--- src/rtl/uart_irq_pkg.sv ---
package uart_irq_pkg;
  typedef enum logic [3:0] {
    IID_NONE = 4'b0001,
    IID_LS   = 4'b0110,
    IID_RDA  = 4'b0100,
    IID_CTO  = 4'b1100,
    IID_THRE = 4'b0010,
    IID_MS   = 4'b0000
  } iid_e;
endpackage

--- src/rtl/uart_irq_latch.sv ---
module uart_irq_latch #(
  parameter int W = 4
) (
  input  logic         clk_i,
  input  logic         rst_ni,
  input  logic [W-1:0] set_i,
  input  logic         clr_i,
  output logic         pend_o
);
  logic [W-1:0] flag_q;

  for (genvar g = 0; g < W; g++) begin : g_bit
    always_ff @(posedge clk_i or negedge rst_ni) begin
      if (!rst_ni)       flag_q[g] <= 1'b0;
      else if (set_i[g]) flag_q[g] <= 1'b1;  // set wins over read
      else if (clr_i)    flag_q[g] <= 1'b0;
    end
  end

  assign pend_o = |flag_q;

  p_set_wins_r10: assert property (@(posedge clk_i) disable iff (!rst_ni)
    (|set_i) |=> pend_o);
  // clearing read empties the latch
  p_clear_r2: assert property (@(posedge clk_i) disable iff (!rst_ni)
    (clr_i && !(|set_i)) |=> !pend_o);
endmodule

--- src/rtl/uart_thre_gate.sv ---
module uart_thre_gate #(
  parameter int LVL_W = 5,
  parameter int OVS   = 16
) (
  input  logic             clk_i,
  input  logic             rst_ni,
  input  logic             tick_i,
  input  logic [1:0]       wlen_i,
  input  logic             par_en_i,
  input  logic [LVL_W-1:0] level_i,
  input  logic             wr_i,
  input  logic             ack_i,
  output logic             pend_o
);
  localparam int MAX_DLY = 10 * OVS;
  localparam int CNT_W   = $clog2(MAX_DLY + 1);

  logic             empty, empty_q, held_two_q, run_q, pend_q;
  logic [CNT_W-1:0] cnt_q, dly_ticks;

  assign empty     = (level_i == '0);
  assign dly_ticks = (CNT_W'(wlen_i) + CNT_W'(6) + CNT_W'(par_en_i)) * CNT_W'(OVS);

  always_ff @(posedge clk_i or negedge rst_ni) begin
    if (!rst_ni) empty_q <= 1'b0;
    else         empty_q <= empty;
  end

  always_ff @(posedge clk_i or negedge rst_ni) begin
    if (!rst_ni)                     held_two_q <= 1'b0;
    else if (level_i >= LVL_W'(2))   held_two_q <= 1'b1;
    else if (empty && !empty_q)      held_two_q <= 1'b0;
  end

  always_ff @(posedge clk_i or negedge rst_ni) begin
    if (!rst_ni) begin
      pend_q <= 1'b0;
      run_q  <= 1'b0;
      cnt_q  <= '0;
    end else begin
      if (wr_i || ack_i) begin
        pend_q <= 1'b0;
        if (wr_i) cnt_q <= '0;
      end else if (empty && !empty_q) begin
        if (held_two_q) pend_q <= 1'b1;
        else begin
          run_q <= 1'b1;
          cnt_q <= '0;
        end
      end else if (!empty) begin
        run_q <= 1'b0;
      end else if (run_q && tick_i) begin
        if (cnt_q == dly_ticks - CNT_W'(1)) begin
          pend_q <= 1'b1;
          run_q  <= 1'b0;
        end else begin
          cnt_q <= cnt_q + CNT_W'(1);
        end
      end
    end
  end

  assign pend_o = pend_q;

  p_wr_clears_r7: assert property (@(posedge clk_i) disable iff (!rst_ni)
    wr_i |=> !pend_o);
  p_rise_cause_r6: assert property (@(posedge clk_i) disable iff (!rst_ni)
    $rose(pend_o) |-> ($past(held_two_q) || $past(run_q)));
endmodule

--- src/rtl/uart_irq_prio.sv ---
module uart_irq_prio
  import uart_irq_pkg::*;
(
  input  logic ls_i,
  input  logic rda_i,
  input  logic cto_i,
  input  logic thre_i,
  input  logic ms_i,
  output iid_e iid_o
);
  always_comb begin
    if      (ls_i)   iid_o = IID_LS;
    else if (rda_i)  iid_o = IID_RDA;
    else if (cto_i)  iid_o = IID_CTO;
    else if (thre_i) iid_o = IID_THRE;
    else if (ms_i)   iid_o = IID_MS;
    else             iid_o = IID_NONE;
  end
endmodule

--- src/rtl/uart_irq_ident.sv ---
module uart_irq_ident
  import uart_irq_pkg::*;
#(
  parameter int FIFO_DEPTH = 16,
  parameter int OVS        = 16,
  localparam int LVL_W     = $clog2(FIFO_DEPTH + 1)
) (
  input  logic             clk_i,
  input  logic             rst_ni,
  input  logic             sample_tick_i,
  input  logic [1:0]       wlen_i,
  input  logic             par_en_i,
  input  logic [3:0]       lsr_err_i,
  input  logic             rda_i,
  input  logic             cto_i,
  input  logic [LVL_W-1:0] tx_level_i,
  input  logic [3:0]       msr_delta_i,
  input  logic             lsr_rd_i,
  input  logic             iir_rd_i,
  input  logic             msr_rd_i,
  input  logic             thr_wr_i,
  output logic [3:0]       iid_o,
  output logic             irq_o
);
  logic ls_pend, ms_pend, thre_pend, thre_ack;
  iid_e iid;

  uart_irq_latch #(.W(4)) u_ls (
    .clk_i, .rst_ni, .set_i(lsr_err_i), .clr_i(lsr_rd_i), .pend_o(ls_pend)
  );

  uart_irq_latch #(.W(4)) u_ms (
    .clk_i, .rst_ni, .set_i(msr_delta_i), .clr_i(msr_rd_i), .pend_o(ms_pend)
  );

  // ID read acknowledges transmit-empty only when it is the reported source
  assign thre_ack = iir_rd_i && (iid == IID_THRE);

  uart_thre_gate #(.LVL_W(LVL_W), .OVS(OVS)) u_thre (
    .clk_i, .rst_ni, .tick_i(sample_tick_i), .wlen_i, .par_en_i,
    .level_i(tx_level_i), .wr_i(thr_wr_i), .ack_i(thre_ack), .pend_o(thre_pend)
  );

  uart_irq_prio u_prio (
    .ls_i(ls_pend), .rda_i, .cto_i, .thre_i(thre_pend), .ms_i(ms_pend), .iid_o(iid)
  );

  assign iid_o = iid;
  assign irq_o = ~iid[0];

  p_ls_top_r2: assert property (@(posedge clk_i) disable iff (!rst_ni)
    ls_pend |-> (iid_o == IID_LS));
  p_ack_r8: assert property (@(posedge clk_i) disable iff (!rst_ni)
    thre_ack |=> (iid_o != IID_THRE));
  p_rda_r3: assert property (@(posedge clk_i) disable iff (!rst_ni)
    (rda_i && !ls_pend) |-> (iid_o == IID_RDA));
endmodule

--- config.mk ---
export PLATFORM = sky130hd
export DESIGN_NAME = uart_irq_ident
export DESIGN_NICKNAME = d
export VERILOG_FILES = /design/src/rtl/uart_irq_pkg.sv /design/src/rtl/uart_irq_latch.sv /design/src/rtl/uart_thre_gate.sv /design/src/rtl/uart_irq_prio.sv /design/src/rtl/uart_irq_ident.sv
export SDC_FILE = /design/constraint.sdc
export NUM_CORES = 1
export LEC_CHECK = 0
export BUFFER_PORTS_ARGS = -buffer_cell sky130_fd_sc_hd__buf_4
export CORE_AREA = 2 2 58 49
export DETAILED_ROUTE_END_ITERATION = 8
export DIE_AREA = 0 0 60 51
export PLACE_DENSITY_LB_ADDON = 0.2
export SYNTH_ARGS = -nofsm -noshare
export SYNTH_HDL_FRONTEND = slang
export SYNTH_SLANG_ARGS = --single-unit
--- constraint.sdc ---
create_clock -name clk_i -period 1.79 [get_ports clk_i]
set_input_delay 0.358 -clock clk_i [delete_from_list [all_inputs] [get_ports clk_i]]
set_output_delay 0.358 -clock clk_i [all_outputs]
set_load 0.03 [all_outputs]
==> results of run 1 <==
## power breakdown
group          switching (mW)  total [mW]  internal (mW)
clock network           0.142       0.266          0.124
logic                  0.0682       0.151         0.0828
registers              0.0180       0.487          0.469
## flip-flops by register name, summed over array words and instances (netlist names)
name               flops
u_ls.flag_q            4
u_ms.flag_q            4
u_thre.cnt_q           8
u_thre.empty_q         1
u_thre.held_two_q      1
u_thre.pend_o          1
u_thre.run_q           1
## logic make-up after synthesis
| logic type | synth area share |
|---|---|
| flip-flops | 0.450 |
| AO/OA/AOI/OAI | 0.220 |
| multiplexers | 0.0101 |
| AND/OR/NAND/NOR | 0.208 |
| buffers and inverters | 0.0472 |
| adder cells (fa/ha/maj) | 0.0405 |
| XOR/XNOR | 0.0236 |
## through the flow
stage / std cells / hold WS [ps] / util / setup TNS (ps)
after floorplan: 109 / 62.4 / - / -3360
after global placement: 191 / 251 / 0.600 / -5180
after global routing: 199 / 196 / 0.669 / -3900
final: 199 / 210 / 0.669 / -2920
after CTS: 198 / 209 / 0.645 / -2760
after detailed placement: 191 / 253 / 0.600 / -5520
## routing by layer
metal | track usage | vias to the layer above | wire (microns)
li1 | - | 500 | -
met1 | 0.264 | 510 | 1230
met2 | 0.322 | 23 | 1350
met3 | 0.0608 | 7 | 121
met4 | 0.0593 | 0 | 46
met5 | 0 | - | 0
## area by class of cell
cell class | instances | area (sq um) | area share
clock buffers | 4 | 36.3 | 0.0211
inverters | 11 | 45.0 | 0.0261
multi-input cells | 77 | 686 | 0.398
flip-flops and latches | 20 | 500 | 0.290
well taps | 38 | 47.5 | 0.0276
repair buffers | 49 | 408 | 0.237
## worst min path at each step
| stage | from | end | slack [ps] | cells past startpoint |
|---|---|---|---|---|
| floorplan | rst_ni | u_ls.flag_q[0] | 60 | 0 |
| global placement | rst_ni | u_ls.flag_q[2] | 250 | 1 |
| detailed placement | rst_ni | u_ls.flag_q[3] | 250 | 1 |
| CTS | msr_delta_i[0] | u_ms.flag_q[0] | 210 | 2 |
| global route | msr_delta_i[0] | u_ms.flag_q[0] | 200 | 2 |
| finish | lsr_err_i[3] | u_ls.flag_q[3] | 210 | 2 |
## cells in the final DEF (no fill, tap or decap), types with 2 or more instances in the layout
cell,count
a21o_1,10
dfrtp_1,20
nand4_1,3
and3_1,6
and3b_1,2
o21ai_0,2
inv_1,9
nand2_1,5
nand2_2,2
a21oi_1,2
o21ai_2,2
nand3_2,2
nor2_1,6
clkbuf_4,3
buf_6,10
a31oi_1,2
o22a_1,2
buf_4,38
## what timing repair did
action	CTS	global route
gates resized for setup	14	10
setup endpoints to repair	15	15
hold endpoints to repair	20	0
hold buffers	1	0
buffers inserted	2	2
pin swaps	14	9
==> qor.csv, run 1 <==
metric;value;unit
status;finished, violations left;
failing checks;setup timing;
top post-synthesis cells by count;dfrtp_1, inv_1, a21o_1;
routed len/inst;13.8;microns
max_cap viols;0;
DR vias/cell;5.23;
total inserted antenna cells;0;
post-synthesis register bit count;20;
# DRC;0;
die width;60;microns
Critical-path top delay cell;or4_1;
final RePlAce weighted congestion;0.767;
die area;0.00306;sq mm
worst hold-check path type;input port to flop;
CP top delay family;simple AND/OR/NAND/NOR gates;
R2R cell count;7;
final number of max-transition violations;0;
Final Worst Setup Slack;-323;ps
Vias;1040;
Worst-path clk slew;110;ps
Post-Syn Area;0.00111;sq mm
H-tree lvl count;1;
top_reg_cell synth;dfrtp_1;
I/O Buffers;29;
vias in the first global route;1068;
ANT nets after route;0;
CP max FO;2;
Worst VDD drop;0.455;mV
pre-CTS setup slack;-603;ps
top-count cell post-synth;dfrtp_1;
R2R Path Start;u_ls.flag_q[1];
clk_lat worst skew;310;ps
CTS tree;done;
period utilization;1.18;
RSZ-0062 raised after global routing;yes;
synthesized area per cell;10.2;sq um
Data required, critical path;1430;ps
WS Path Type;flop to output pin;
Slew @ Worst Pin;357;ps
CP Capture Type;output pin;
# IOs;30;
clock skew;5.01;ps
total power divided by cell area;525;mW/mm^2
Slew HR;0.761;
largest cells by area after synthesis;dfrtp_1, a21o_1, inv_1;
Pre-antenna DRT Iters;6;
post-DP HPWL;1.99;mm
post-synth top area share;0.450;
Setup crit start;u_thre.pend_o;
Worst Setup Start Kind;flop;
Final setup violation count;14;
cts bufs inserted;3;
Seq/Total Area, Yosys;0.450;
Post-Layout Inst Area;0.00172;sq mm
f_max;473;MHz
Synth area leader;dfrtp_1;
P&R area growth vs syn;54.9;%
core area;0.00257;sq mm
worst reg-to-reg setup slack;-60;ps
first-pass GRT wire length;4.66;mm
Cells after Synth;109;
Total GRT Usage;0.203;
reg2reg end;u_thre.cnt_q[1];
die height;51;microns
Net Count, Synth;137;
Total Wirelength;2.75;mm
CTS Sinks;20;
Post-DP Area;0.00155;sq mm
CTS Root Cell;clkbuf_4;
antenna violations before repair;0;
Worst EP arrival;1750;ps
Final nets;190;
total grt overflow;0;
row cnt;17;
Worst path max stage delay;510;ps
Static Leak;0.820;nW
layout cell share with drive strength beyond 1;0.497;
fill count;206;
Buf+Inv Stages, Crit Path;2;
Distinct cells, synth;38;
synth warn;0;
FFs w/ async S/R, synth;1.00;
Worst Setup EP;iid_o[0];
WP depth;4;
Post-synth EDFFs;0;
initial drt markers;15;
Final min period;2110;ps
largest net degree at the start of global routing;21;
Initial Util;0.432;
crit-path cells;or4_1 > or3_4 > clkinvlp_4 > buf_6;
Tot Pwr;0.904;mW
Hold Vio Cnt, Final;0;
deepest clock path buffer count;2;
Note: power is estimated with default switching activity, not from simulation.
==> run 2, diff against run 1 <==
--- a/config.mk
+++ b/config.mk
@@ -12,2 +12,3 @@
 export PLACE_DENSITY_LB_ADDON = 0.2
+export RECOVER_POWER = 50
 export SYNTH_ARGS = -nofsm -noshare
==> constraint.sdc (replaced) <==
create_clock -name clk_i -period 1.79 [get_ports clk_i]
set_input_delay 0.0895 -clock clk_i [delete_from_list [all_inputs] [get_ports clk_i]]
set_output_delay 0.0895 -clock clk_i [all_outputs]
set_load 0.03 [all_outputs]
==> run 2 against run 1 <==
- the flow still finishes with violations (setup timing)
- combinational power grew 20%
- critical endpoint unchanged
- final cell count is 7.0% higher
- via count up 4.6%
- non-clock buffer count grew 14
- sequential share of layout area down 1.6 points
- die area stayed put
- global-route usage increased by 1.1 points
==> qor.csv, run 2 (synthesized netlist as in run 1, its figures left out) <==
metric;value;unit;change
# IOs;30;;unchanged
total power divided by cell area;507;mW/mm^2;-3.3%
final RePlAce weighted congestion;0.901;;+17%
initial drt markers;24;;+9
DR vias/cell;5.11;;-2.3%
status;finished, violations left;;
clock skew;9.60;ps;+4.60 ps
WS Path Type;flop to output pin;;
row cnt;17;;unchanged
Worst EP arrival;1780;ps;+30 ps
CP Capture Type;output pin;;
Total Wirelength;2.76;mm;+0.33%
Worst-path clk slew;120;ps;about the same
H-tree lvl count;1;;unchanged
# DRC;0;;unchanged
failing checks;setup timing;;
Initial Util;0.432;;unchanged
core area;0.00257;sq mm;unchanged
fill count;189;;-8.3%
P&R area growth vs syn;64.0;%;
Slew @ Worst Pin;1090;ps;+735 ps
f_max;535;MHz;+13%
total grt overflow;0;;unchanged
non-filler instance count after layout;213;;+7.0%
RSZ-0062 raised after global routing;yes;;
max FFs per register;8;;unchanged
hold_ws;29.2;ps;-181 ps
layout cell share with drive strength beyond 1;0.469;;-0.0283
final number of max-transition violations;0;;unchanged
Post-Layout Inst Area;0.00182;sq mm;+5.9%
Final setup violation count;8;;-6
largest net degree at the start of global routing;21;;unchanged
antenna violations before repair;0;;unchanged
Slew HR;0.272;;-0.489
ANT nets after route;0;;unchanged
worst hold-check path type;input port to flop;;
deepest clock path buffer count;2;;unchanged
M3 GR Usage;0.0354;;-0.0253
Pre-antenna DRT Iters;4;;-2
Hold Vio Cnt, Final;0;;unchanged
most frequent cells in the layout;buf_4, dfrtp_1, a21o_1, dlygate4sd3_1, inv_1;;
post-DP HPWL;1.96;mm;-1.9%
Post-DP Area;0.00153;sq mm;-0.81%
CTS Sinks;20;;unchanged
vias in the first global route;1190;;+11%
Total GRT Usage;0.213;;+0.0106
placed instance count;191;;unchanged
Final nets;204;;+7.4%
die width;60;microns;unchanged
Top Registers;u_thre.cnt_q (8), u_ls.flag_q (4), u_ms.flag_q (4);;
routed len/inst;12.9;microns;-6.3%
die height;51;microns;unchanged
CTS Root Cell;clkbuf_4;;
gr busiest metal;met2;;
commonest non-fill, non-tap cell in the layout;buf_4;;
CP max FO;3;;+1
Worst Setup Start Kind;flop;;
met2 GRT Util;0.364;;+0.0417
I/O Buffers;29;;unchanged
met1 Track Usage GR;0.252;;-0.0128
CTS tree;done;;
first-pass GRT wire length;4.87;mm;+4.6%
Vias;1088;;+4.6%
cts bufs inserted;3;;unchanged
Worst VDD drop;0.314;mV;-31%
Final min period;1870;ps;-243 ps
clk_lat worst skew;300;ps;about the same
total inserted antenna cells;0;;unchanged
Static Leak;0.878;nW;+7.2%
Final Worst Setup Slack;-80.2;ps;+243 ps
die area;0.00306;sq mm;unchanged
max_cap viols;0;;unchanged
Data required, critical path;1700;ps;+270 ps
largest reg by FF count;u_thre.cnt_q;;
period utilization;1.04;;-0.136
[run 2: cell types whose count changed in the layout (fill, tap and decap cells not counted), sizes merged]
cell / before / now
buf: 48 / 52
clkbuf: 4 / 5
clkinvlp: 1 / 0
dlygate4sd3: 1 / 10
inv: 10 / 11
[run 2: path summary, 6_finish.rpt]
check / start / endpoint / slack [ps] / cells past startpoint
setup / recovery: u_ls.flag_q[1] / iid_o[0] / -80 / 6
hold / removal: thr_wr_i / u_thre.cnt_q[2] / 30 / 2
min in group asynchronous: rst_ni / u_ls.flag_q[1] / 500 / 2
setup reg to reg: u_ls.flag_q[1] / u_thre.cnt_q[1] / 0 / 7
max in group asynchronous: rst_ni / u_ms.flag_q[1] / 630 / 2
hold reg to reg: u_ms.flag_q[1] / u_ms.flag_q[1] / 490 / 1
[run 2: timing repair]
item / CTS / global route
endpoints found under the hold margin: 29 / 0
hold buffers: 10 / 0
setup endpoints to repair: 8 / 11
pin swaps: 13 / 9
resized for setup: 5 / 16
buffers inserted: 1 / 7
[run 2: per-layer routing]
metal,vias to the layer above,part of all wire
met2,25,0.52
met5,-,0
met1,529,0.43
met3,4,0.032
li1,530,-
met4,0,0.016
[run 2: per-stage QoR]
step                      total power [mW]  utilization  TNS (ps)  setup slack, ps
after global placement               0.624        0.596     -2600             -332
after global routing                 0.981        0.709     -1000             -154
after detailed placement             0.631        0.596     -2900             -362
after floorplan                      0.547            -     -1030             -166
after CTS                            0.916        0.659      -346             -114
final                                0.925        0.709      -339            -80.2
[run 2: layout make-up]
class,instances,area (sq um),share of cell area
Multi-Input combinational cell,77,682,0.374
Timing Repair Buffer,63,517,0.283
Sequential cell,20,500,0.274
Tap cell,38,47.5,0.0261
Inverter,11,41.3,0.0226
Clock buffer,4,36.3,0.0199
[run 2: power by group]
part           internal [mW]  switching, mW  total [mW]
Clock                  0.124          0.137       0.261
Sequential             0.469         0.0146       0.483
Combinational          0.104         0.0774       0.181
[run 2: critical path, stage by stage (launching register included)]
cell	delay, ps
dfrtp_1	430
nor4_4	310
buf_4	170
nand2_2	50
or3_4	340
inv_2	60
buf_6	120
==> run 3, diff against run 2 <==
- CTS_BUF_LIST: default -> sky130_fd_sc_hd__clkbuf_8 sky130_fd_sc_hd__clkbuf_16
- PLACE_DENSITY_LB_ADDON: 0.2 -> 0.05
- REMOVE_ABC_BUFFERS: default -> 1
==> run 3 against run 2 <==
- highest routed layer unchanged
- largest cell class unchanged
- design area fell by 6.3%
- count of clock-buffer cells in the layout did not move
- clock power rose by 35%
- wire length rose by 2.0%
- sequential power barely moved
- flip-flop and latch count did not move
- the run still ends with setup timing left
- total power rose by 7.0%
- combinational power fell by 13%
- maximum frequency rose by 1.4%
- final cell count fell by 3.8%
- core utilization fell by 4.5 points
- sequential share of layout area rose by 1.8 points
==> qor.csv, run 3 (synthesized netlist as in run 1, its figures left out) <==
metric;value;unit;change
final number of max-transition violations;0;;unchanged
Final setup violation count;6;;-2
CTS Sinks;20;;unchanged
largest reg by FF count;u_thre.cnt_q;;
placed instance count;191;;unchanged
commonest non-fill, non-tap cell in the layout;buf_4;;
vias in the first global route;1070;;-10%
DR vias/cell;5.25;;+2.8%
antenna violations before repair;0;;unchanged
period utilization;1.03;;-0.0141
CTS Root Cell;clkbuf_8;;
Pre-antenna DRT Iters;4;;unchanged
cts bufs inserted;3;;unchanged
WS Path Type;input port to flop;;
Critical-path top delay cell;fa_1;;
deepest clock path buffer count;2;;unchanged
clk_lat worst skew;260;ps;-40 ps
Worst-path clk slew;80;ps;-40 ps
Tot Pwr;0.990;mW;+7.0%
post-DP HPWL;1.97;mm;+0.58%
f_max;542;MHz;+1.4%
status;finished, violations left;;
I/O Buffers;29;;unchanged
layout cell share with drive strength beyond 1;0.443;;-0.0255
Worst Setup Start Kind;input port;;
total inserted antenna cells;0;;unchanged
Post-Route Utilization;0.664;;-0.0447
CTS tree;done;;
Top Registers;u_thre.cnt_q (8), u_ls.flag_q (4), u_ms.flag_q (4);;
largest net degree at the start of global routing;21;;unchanged
CP max FO;4;;+1
# DRC;0;;unchanged
Initial Util;0.432;;unchanged
initial drt markers;43;;+79%
Worst EP arrival;2000;ps;+220 ps
ANT nets after route;0;;unchanged
Final Worst Setup Slack;-54.9;ps;+25.3 ps
Hold Vio Cnt, Final;0;;unchanged
Data required, critical path;1940;ps;+240 ps
clock skew;2.19;ps;-7.42 ps
Static Leak;0.829;nW;-5.6%
Slew @ Worst Pin;1150;ps;+60.9 ps
Final nets;196;;-3.9%
Worst VDD drop;0.389;mV;+24%
Total GRT Usage;0.206;;-0.00761
failing checks;setup timing;;
Total Wirelength;2.81;mm;+2.0%
Final min period;1840;ps;-25.3 ps
row cnt;17;;unchanged
most frequent cells in the layout;buf_4, dfrtp_1, a21o_1, inv_1;;
# IOs;30;;unchanged
first-pass GRT wire length;4.64;mm;-4.7%
max FFs per register;8;;unchanged
Worst path max stage delay;490;ps;+60 ps
CP dominant cell by count;and3_4;;
die width;60;microns;unchanged
Slew HR;0.232;;-0.0406
non-filler instance count after layout;205;;-3.8%
total power divided by cell area;579;mW/mm^2;+14%
crit-path cells;buf_6 > ha_4 > inv_2 > fa_1 > xor2_1 > o2111ai_2 > buf_4 > and3_4 > and3_4 > o22a_1;;
CP Capture Type;flop;;
Vias;1076;;-1.1%
die height;51;microns;unchanged
P&R area growth vs syn;53.7;%;
worst hold-check path type;input port to flop;;
routed len/inst;13.7;microns;+5.9%
die area;0.00306;sq mm;unchanged
H-tree lvl count;1;;unchanged
pre-CTS setup slack;-540;ps;-177 ps
RSZ-0062 raised after global routing;yes;;
total grt overflow;0;;unchanged
max_cap viols;0;;unchanged
final RePlAce weighted congestion;0.845;;-6.2%
core area;0.00257;sq mm;unchanged
[run 3: path summary, 6_finish.rpt]
path                           startpoint                end  slack, ps  cells past startpoint
min reg2reg                u_ms.flag_q[0]     u_ms.flag_q[0]        480                      1
min                        msr_delta_i[2]     u_ms.flag_q[2]        0.9                      2
min in group asynchronous          rst_ni  u_thre.held_two_q        570                      2
max reg2reg                u_ls.flag_q[2]    u_thre.cnt_q[3]         50                      8
max in group asynchronous          rst_ni    u_thre.cnt_q[6]        530                      2
max                             wlen_i[0]    u_thre.cnt_q[3]        -50                     10
[run 3: critical path: cells and delay by family]
| kind | cells | cell delay (ps) |
|---|---|---|
| fa+ha+maj | 2 | 750 |
| compound gates | 2 | 340 |
| buf+inv | 3 | 320 |
| simple gates | 2 | 320 |
| xor+xnor | 1 | 170 |
[run 3: per-stage QoR]
| step | instance area [sq um] | hold slack [ps] | setup TNS (ps) |
|---|---|---|---|
| floorplan | 1100 | -206 | -2840 |
| CTS | 1670 | 0.466 | -108 |
| global placement | 1490 | -11.7 | -3630 |
| finish | 1710 | 0.933 | -201 |
| global route | 1710 | 3.72 | -889 |
| detailed placement | 1490 | -9.27 | -4160 |
[run 3: final cells by class]
class	count	area [sq um]
inverter	11	41.3
clock buffer	4	55.1
sequential	20	500
tap	38	47.5
fill	209	865
multi-input combinational	77	631
timing repair buffer	55	434
[run 3: power breakdown]
part           leakage (nW)  switching (mW)  internal, mW
Clock                0.0288           0.156         0.196
Sequential            0.248          0.0125         0.469
Combinational         0.553          0.0691        0.0879
Total                 0.829           0.237         0.752
[run 3: repair_timing]
item | CTS | global route
hold endpoints to repair | 23 | 0
endpoints found under the setup margin | 10 | 11
pin swaps | 10 | 7
gates cloned | 0 | 0
setup buffers | 3 | 3
hold buffers | 4 | 0
resized for setup | 14 | 5
[run 3: metal layers]
metal  track usage  vias up  wire length, microns
met1         0.274      516                  1200
met4         0.137        0                    82
li1              -      515                     -
met2         0.312       36                  1390
met5             0        -                     0
met3        0.0228        9                   135
